File: src/rtl/plru_pkg.sv
package plru_pkg;

    typedef enum logic [1:0] {
        UPD_NONE   = 2'd0,
        UPD_ACCESS = 2'd1,
        UPD_FILL   = 2'd2
    } upd_src_e;

endpackage

File: src/rtl/plru_victim_walk.sv
module plru_victim_walk #(
    parameter int WAYS = 8,
    localparam int LEVELS = $clog2(WAYS),
    localparam int NODES  = WAYS - 1
) (
    input  logic [NODES-1:0]  tree_i,
    output logic [LEVELS-1:0] victim_o
);

    logic [LEVELS-1:0] node;
    logic              dir;

    // Walk from the root; each level decides one victim bit, MSB first.
    always_comb begin
        victim_o = '0;
        node     = '0;
        dir      = 1'b0;
        for (int lvl = 0; lvl < LEVELS; lvl++) begin
            dir                       = tree_i[node];
            victim_o[LEVELS-1-lvl]    = dir;
            node = (node << 1) + LEVELS'(1) + LEVELS'(dir);
        end
    end

endmodule

File: src/rtl/plru_path_update.sv
module plru_path_update #(
    parameter int WAYS = 8,
    localparam int LEVELS = $clog2(WAYS),
    localparam int NODES  = WAYS - 1
) (
    input  logic [NODES-1:0]  tree_i,
    input  logic [LEVELS-1:0] way_i,
    output logic [NODES-1:0]  tree_o
);

    logic [LEVELS-1:0] node;
    logic              dir;

    // Point every node on the path to way_i away from it; keep the rest.
    always_comb begin
        tree_o = tree_i;
        node   = '0;
        dir    = 1'b0;
        for (int lvl = 0; lvl < LEVELS; lvl++) begin
            dir          = way_i[LEVELS-1-lvl];
            tree_o[node] = ~dir;
            node = (node << 1) + LEVELS'(1) + LEVELS'(dir);
        end
    end

endmodule

File: src/rtl/plru_set.sv
module plru_set
    import plru_pkg::*;
#(
    parameter int WAYS = 8,
    localparam int LEVELS = $clog2(WAYS),
    localparam int NODES  = WAYS - 1
) (
    input  logic              clk,
    input  logic              rst_n,
    input  logic              acc_valid,
    input  logic [LEVELS-1:0] acc_way,
    input  logic              fill_valid,
    output logic [LEVELS-1:0] victim_way
);

    typedef struct packed {
        logic [NODES-1:0] tree;
    } set_state_t;

    set_state_t        st_d, st_q;
    upd_src_e          src;
    logic [LEVELS-1:0] upd_way;
    logic [NODES-1:0]  tree_touched;
    logic [LEVELS-1:0] victim_now;

    plru_victim_walk #(.WAYS(WAYS)) u_walk (
        .tree_i   (st_q.tree),
        .victim_o (victim_now)
    );

    plru_path_update #(.WAYS(WAYS)) u_upd (
        .tree_i (st_q.tree),
        .way_i  (upd_way),
        .tree_o (tree_touched)
    );

    // An access outranks a fill in the same cycle; a fill uses the victim.
    always_comb begin
        if (acc_valid)       src = UPD_ACCESS;
        else if (fill_valid) src = UPD_FILL;
        else                 src = UPD_NONE;

        upd_way = (src == UPD_ACCESS) ? acc_way : victim_now;

        st_d = st_q;
        if (src != UPD_NONE) st_d.tree = tree_touched;
    end

    always_ff @(posedge clk or negedge rst_n) begin
        if (!rst_n) st_q <= '0;
        else        st_q <= st_d;
    end

    assign victim_way = victim_now;

endmodule

File: src/rtl/plru_array.sv
module plru_array #(
    parameter int NUM_SETS = 16,
    parameter int WAYS     = 8,
    localparam int SET_W   = $clog2(NUM_SETS),
    localparam int WAY_W   = $clog2(WAYS)
) (
    input  logic             clk,
    input  logic             rst_n,
    input  logic             acc_valid,
    input  logic [SET_W-1:0] acc_set,
    input  logic [WAY_W-1:0] acc_way,
    input  logic             fill_valid,
    input  logic [SET_W-1:0] fill_set,
    input  logic [SET_W-1:0] look_set,
    output logic [WAY_W-1:0] victim_way
);

    logic [WAY_W-1:0] set_victim [NUM_SETS];
    logic [WAY_W-1:0] fill_way_w;

    for (genvar s = 0; s < NUM_SETS; s++) begin : g_set
        logic acc_hit;
        logic fill_hit;
        assign acc_hit  = acc_valid  && (acc_set  == SET_W'(s));
        assign fill_hit = fill_valid && (fill_set == SET_W'(s));

        plru_set #(.WAYS(WAYS)) u_set (
            .clk        (clk),
            .rst_n      (rst_n),
            .acc_valid  (acc_hit),
            .acc_way    (acc_way),
            .fill_valid (fill_hit),
            .victim_way (set_victim[s])
        );
    end

    assign victim_way = set_victim[look_set];
    assign fill_way_w = set_victim[fill_set];

endmodule

File: config.mk
export PLATFORM = sky130hd
export DESIGN_NAME = plru_array
export DESIGN_NICKNAME = d
export VERILOG_FILES = /design/src/rtl/plru_pkg.sv /design/src/rtl/plru_victim_walk.sv /design/src/rtl/plru_path_update.sv /design/src/rtl/plru_set.sv /design/src/rtl/plru_array.sv
export SDC_FILE = /design/constraint.sdc
export NUM_CORES = 1
export LEC_CHECK = 0
export BUFFER_PORTS_ARGS = -buffer_cell sky130_fd_sc_hd__buf_4
export CAP_MARGIN = 30
export CORE_ASPECT_RATIO = 0.7
export CORE_MARGIN = 5
export CORE_UTILIZATION = 55
export DETAILED_ROUTE_END_ITERATION = 12
export PLACE_DENSITY = 0.75
export SLEW_MARGIN = 10
export SYNTH_ARGS = -nofsm -noshare
export SYNTH_HDL_FRONTEND = slang
export SYNTH_SLANG_ARGS = --single-unit
File: constraint.sdc
create_clock -name clk -period 2 [get_ports clk]
set_clock_uncertainty 0.15 [all_clocks]
set_input_delay 0.1 -clock clk [delete_from_list [all_inputs] [get_ports clk]]
set_output_delay 0.1 -clock clk [all_outputs]
set_load 0.05 [all_outputs]
# Word level (Yosys, flattened, before mapping)
# Cells that the tools add are included.
# word_totals
in_bits	19
register_bits	112
out_inout_bits	3
# classes
n_bitwise	49
n_eq_ne	46
n_mux	211
n_reduce_logical	82
addsub	96
order_cmp	97
# op_table
operator	count
7-bit bitwise mux	32
3-bit by 4-bit less-than comparator with 1-bit output (second input constant)	48
3-bit by 1-bit adder with 3-bit output	32
3-bit by 1-bit adder with 3-bit output (second input constant)	32
1-bit binary-select mux with 3-bit select	32
1-bit demux with 3-bit select	32
1-bit by 1-bit adder with 2-bit output (first input constant)	32
4-bit == test (second input constant)	16
1-bit logical AND	64
2-bit by 4-bit less-than comparator with 1-bit output (second input constant)	16
1-bit two-way mux	64
2-bit two-way mux	32
3-bit two-way mux	18
3-bit by 1-bit greater-or-equal comparator with 1-bit output (second input constant)	16
1-bit NOT	48
2-bit by 1-bit == test with 1-bit output (second input constant)	16
4-bit by 3-bit == test with 1-bit output (second input constant)	8
2-bit by 1-bit greater-or-equal comparator with 1-bit output (second input constant)	16
2-bit nonzero test	16
4-bit by 2-bit == test with 1-bit output (second input constant)	4
3-bit binary-select mux with 4-bit select	1
4-bit by 1-bit == test with 1-bit output (second input constant)	2
4-bit zero test	2
5-bit greater-or-equal comparator (second input constant)	1
4-bit NOT with 5-bit output	1

# Longest topological paths before layout
# logic_depth
word_depth	15
depth_mapped	7
depth_no_buf	5

# By module
# A second synthesis with hierarchy kept.
# hier_totals
hier_cells	953
hier_area_um2	9919.5
# modules_own_cells
mod	area_per_inst_um2	instances	cells_each
plru_set	299.0	16	18
plru_path_update at g_set[0].u_set.u_upd ...	161.4	15	21
plru_victim_walk	121.4	16	16
plru_array	620.6	1	75
plru_path_update at g_set[9].u_set.u_upd	151.4	1	19

# Worst setup path after synthesis
# Ideal clock, no wire load.
# synth_timing
path_kind	reg-to-output
from	register g_set[13].u_set.st_q[0] (netlist name)
to	output port victim_way[1]
t_required_ns	1.750
path_stages_with_launch	5
slack_ns	-0.194
arrival_time_ns	1.944
cell_sequence	dfrtp_1 clkbuf_1 mux2_2 mux4_2 mux4_2
# synth_between
elab_chain_cells	6
# synth_lines
element	line	source
start, declared	plru_set.sv:20	set_state_t st_d, st_q;
start signal, assigned	plru_set.sv:51	else st_q <= st_d;
1-bit by 1-bit adder with 2-bit output	plru_victim_walk.sv:21	node = (node << 1) + LEVELS'(1) + LEVELS'(dir);
1-bit binary-select mux with 3-bit select *	plru_victim_walk.sv:19	dir = tree_i[node];
1-bit two-way mux (not written as such) *	plru_victim_walk.sv:19	
3-bit binary-select mux with 4-bit select *	plru_array.sv:37	assign victim_way = set_victim[look_set];
3-bit two-way mux (not written as such) * (2 in a row)	plru_array.sv:37	
end, declared	plru_array.sv:15	output logic [WAY_W-1:0] victim_way
# Every way passes the cells marked *; elsewhere a longest branch is shown, timed or not. The select of a mux whose other input is x is not followed.

# Worst setup path in the final report
# layout_timing
from	register g_set[4].u_set.st_q[0] (netlist name)
to	output port victim_way[1]
# layout_between
elab_chain_cells	6
# layout_lines
element	line
start, declared	plru_set.sv:20
start signal, assigned	plru_set.sv:51
1-bit by 1-bit adder with 2-bit output	plru_victim_walk.sv:21
1-bit binary-select mux with 3-bit select *	plru_victim_walk.sv:19
1-bit two-way mux (not written as such) *	plru_victim_walk.sv:19
3-bit binary-select mux with 4-bit select *	plru_array.sv:37
3-bit two-way mux (not written as such) * (2 in a row)	plru_array.sv:37
# Marked as above.

==> results by stage <==
Route:
- The first detailed-routing pass took 5 iterations.
- The count of nets left with antenna violations after detail routing is 0.
- The number of vias in the routed layout is about 5300.
- The number of vias per cell is between 5 and 6.
- The final routed DRC violation total is 0.
- After detailed routing, the average wire length per cell comes to 19.5 um.
- The final layout contains routed wiring with a total length of around 18000 um.
- The number of DRC markers in iteration 0 is roughly 440.
- The wire length on met1 is ~7600 um.
- After detailed routing, no signal wire sits above met4.
- The total met3 wirelength after detailed routing is 1210 um.
- In the detailed route, the total length drawn on met2 is roughly 8300 um.

Timing:
- The least setup slack across all paths after layout is -532 ps.
- The fmax is slightly below 400 MHz.
- Setup violations remaining at the end of the flow were counted as 3.
- Measured against its own limit, the worst slew margin works out to 0.644.
- The final critical-path required period is ~2500 ps.
- The number of hold-slack violations in the final timing report is 0.
- Setup repair after global routing could not meet its margin everywhere.
- The count of final max-slew check failures is 0.
- The worst-case hold slack is approximately 86 ps.
- For the pin with the worst max-slew slack, the measured transition is 533 ps.
- The share of the clock period used by the worst path after layout is 1.27.

Cells and area:
- The area of combinational cells with multiple inputs is between 0.003 and 0.004 sq mm.
- The finished layout holds 898 standard cells, fillers aside.
- The register name with the most flops is g_set.u_set.st_q.
- The design area is 0.00826 sq mm.
- The post-layout net count is between 700 and 800.
- The number of antenna diodes in the final layout is 0.
- The area growth from synthesis to layout is 21.2%.
- The total of fill cells in the finished design is 898.
- The number of flip-flops in the largest register is 112.
- The final core area utilization is 0.672.
- The register cell area after layout is approximately 0.0028 sq mm.
- Of the cells placed in the final design, the portion with a size suffix greater than 1 is 0.378.
- The largest registers in the layout are g_set.u_set.st_q x112.

Synth:
- Summing every instance area after synthesis gives 0.00681 sq mm.
- Summed over all instances, the cell type with the most area after synthesis is dfrtp_1.
- The share of the Yosys chip area taken by registers is 0.411.
- Of the post-synthesis cell area, the dominant cell type holds 0.411.
- The synthesized design contains 0 enable-type register cells.
- After synthesis the netlist holds a flip-flop and latch count of about 110.
- The synthesized area divided by synthesized cell count is between 10 and 15 sq um.
- The number of distinct library cells after synthesis is between 40 and 50.
- Among all flip-flop cells after synthesis, the most frequent one is dfrtp_1.
- The count of warnings emitted by yosys is 0.
- The post-synthesis async set-or-reset flop share is 1.00.
- The count of mapped cells out of synthesis is roughly 640.
- The net count after synthesis is between 600 and 700.
- By area the synthesized netlist is led by dfrtp_1, mux2_2, mux2i_1, nor2_1, mux4_2.

Setup path:
- The worst-case register-to-register setup slack is approximately 80 ps.
- The startpoint type of the worst setup path is a flop.
- The maximum fanout encountered on the critical timing path is 3.
- The slowest library cell on the worst path is mux4_2.
- Together, buffers and inverters on the worst path number 1.
- The most frequent cell on the critical path is mux4_2.
- STA classifies the critical path endpoint as an output port.
- The delay of the slowest cell on the worst path is approximately 520 ps.
- The classification of the worst setup path is reg -> out.
- Walking the worst path, the cells encountered are mux2_4 -> mux4_2 -> mux4_2 -> buf_8.
- STA puts the critical path data arrival time at around 2300 ps.
- The critical path required time is roughly 1800 ps.
- The kind of cell adding the most delay to the critical path is multiplexers.

Status:
- The run finished, with violations left.
- The final reports fail on setup timing.

Clock network:
- The clock tree from TritonCTS is built.
- The maximum level of the CTS H-tree is 3.
- The clock passes through at most 2 buffers.
- Clock-pin slew was measured on the worst setup and hold paths at roughly 70 ps.
- The later-pin clock latency in the skew report is 360 ps.
- The clock buffer count from CTS is 9.
- The number of clock sinks seen by CTS is 112.
- The cell at the root of the clock tree is clkbuf_16.

Power and ir drop:
- In this run the power spent charging and discharging nets is roughly 4 mW.
- The fraction of power consumed by sequential logic is 0.350.
- The cell area power density is roughly 1300 mW/mm^2.
- The switching fraction of total power is 0.358.
- The worst-case vdd ir drop is around 0.00067 V.
- The share of total power dissipated in the clock network is 0.163.
- The part of the total power dissipated in combinational logic is 0.486.
- For this design the static power due to leakage is around 3.8 nW.
- The internal portion of total power is about 7.1 mW.

Floorplanning:
- The I/O pin count is 22.
- The area enclosed by the die boundary is between 0.01 and 0.015 sq mm.
- The initial core utilization is 0.554.
- The floorplan core area is 0.0123 sq mm.
- The die span in y is a little over 100 um.
- After floorplanning, the core was divided into 34 placement rows.
- The die is roughly 140 um wide.

Global routing:
- The via count of the first global-routing pass was 5546.
- The first-pass GRT wire length is 28000 um.
- The leftover overflow at the end of global routing is 0.
- Entering global routing, the biggest net connects 42 pins.
- The number of antenna violations at the first check in global routing is 0.
- In the global route stage, overall resource usage came out at 0.245.

Flow run:
- The total of max-cap violations is 0.

Place:
- The number of placed instances with taps included is 879.
- The area after detailed placement is around 0.0078 sq mm.
- The worst slack at placement is -160 ps.
- At the end of routability-driven placement, the weighted congestion stood at approximately 0.94.
- Port buffering added 21 buffers.
- The placed wire-length estimate is approximately 13000 um.

Hold path:
- The worst hold path belongs to the class in -> reg.
==> synthesized netlist by cell type, types with 2 or more instances <==
master and instances:
dfrtp_1 112, mux2_2 101, nor2_1 74, mux2i_1 66, a21oi_1 40, nand2_1 23, clkbuf_1 19, nor2b_1 18
inv_1 17, and3_1 15, o22ai_1 13, mux2_1 12, nor3_1 11, mux4_2 10, a21boi_0 9, nand2b_1 9
nand3b_1 9, nor2_2 9, and2_1 8, a211oi_1 7, buf_2 7, mux2_4 6, o311ai_0 4, nand3_1 3
o21a_1 3, o21ai_0 3, or3_1 3, a31oi_1 2, and2_4 2, and3b_1 2, buf_1 2, nand3b_4 2
or2_2 2
==> area by class of cell <==
cell class                      instances  area share
Clock buffer                           11      0.0306
Clock inverter                          5     0.00500
Inverter                               18     0.00818
Multi-Input combinational cell        476       0.479
Sequential cell                       112       0.339
Tap cell                              162      0.0245
Timing Repair Buffer                  114       0.113
==> what timing repair did <==
item	in CTS	in global routing
cloned	0	0
hold endpoints to repair	112	0
pin swaps	5	5
endpoints found under the setup margin	3	4
setup buffers	3	2
gates resized for setup	26	17
hold buffers	1	0
==> per-layer routing <==
metal,track usage,vias to the layer above
li1,-,2469
met1,0.326,2613
met2,0.400,207
met3,0.0524,44
met4,0.0898,0
met5,0,-
==> path summary, 6_finish.rpt <==
path                                                     from                             endpoint  cells past startpoint
hold / removal                                    fill_set[0]   g_set[8].u_set.st_q[0]$_DFFE_PN0P_                      3
max in group asynchronous                               rst_n  g_set[15].u_set.st_q[1]$_DFFE_PN0P_                      3
setup / recovery           g_set[4].u_set.st_q[0]$_DFFE_PN0P_                        victim_way[1]                      4
setup reg to reg           g_set[9].u_set.st_q[0]$_DFFE_PN0P_   g_set[9].u_set.st_q[4]$_DFFE_PN0P_                      5
hold reg to reg            g_set[5].u_set.st_q[4]$_DFFE_PN0P_   g_set[5].u_set.st_q[4]$_DFFE_PN0P_                      1
min in group asynchronous                               rst_n   g_set[0].u_set.st_q[6]$_DFFE_PN0P_                      2
==> metrics by stage <==
stage	setup TNS, ps	power (mW)
2_1_floorplan	-94.6	6.87
3_3_place_gp	-159	8.47
3_5_place_dp	-174	8.72
4_1_cts	-1290	10.8
5_1_grt	-1420	11.6
6_report	-1320	11.0
==> logic make-up (layout without fill, tap and decap cells) <==
family,Yosys count,count (layout),synth area share
and+or+nand+nor,197,197,0.153
AOI/OAI and AO/OA,83,83,0.0738
DFF,112,112,0.411
buffers and inverters,47,148,0.0283
muxes,196,196,0.333
==> power groups by stage <==
stage	sequential (mW)	combinational (mW)	clock (mW)
CTS	3.83	5.12	1.83
detailed placement	3.86	4.86	0
floorplan	3.86	3.00	0
global route	3.97	5.75	1.91
finish	3.85	5.35	1.80
global placement	3.78	4.70	0
==> worst reg2reg max path: cells and delay by family, from the launching register on <==
family                 cells  cell delay (ps)
and+or+nand+nor            2              500
buffers and inverters      1              170
muxes                      2              600
DFF                        1              390
==> cells in the final DEF, fill, tap and decap left out, types with 3 or more instances in the layout <==
cell type	count
nor2_1	74
clkinv_4	3
nor3_1	11
o21a_1	3
o22ai_1	10
a21boi_0	9
nand2_1	23
mux2_2	87
dfrtp_1	112
buf_6	6
nand2b_1	9
nor2b_1	17
buf_12	3
a211oi_2	3
mux4_2	10
and2_1	8
buf_4	102
o21ai_0	3
and3_1	15
inv_1	17
o22ai_4	3
o311ai_2	3
or3_1	3
a21oi_1	40
mux2_1	12
nor2_2	9
mux2i_1	64
nand3_1	3
mux2_4	20
clkbuf_16	9
a211oi_1	4
nand3b_1	9
Power figures use the tool's default switching activity.
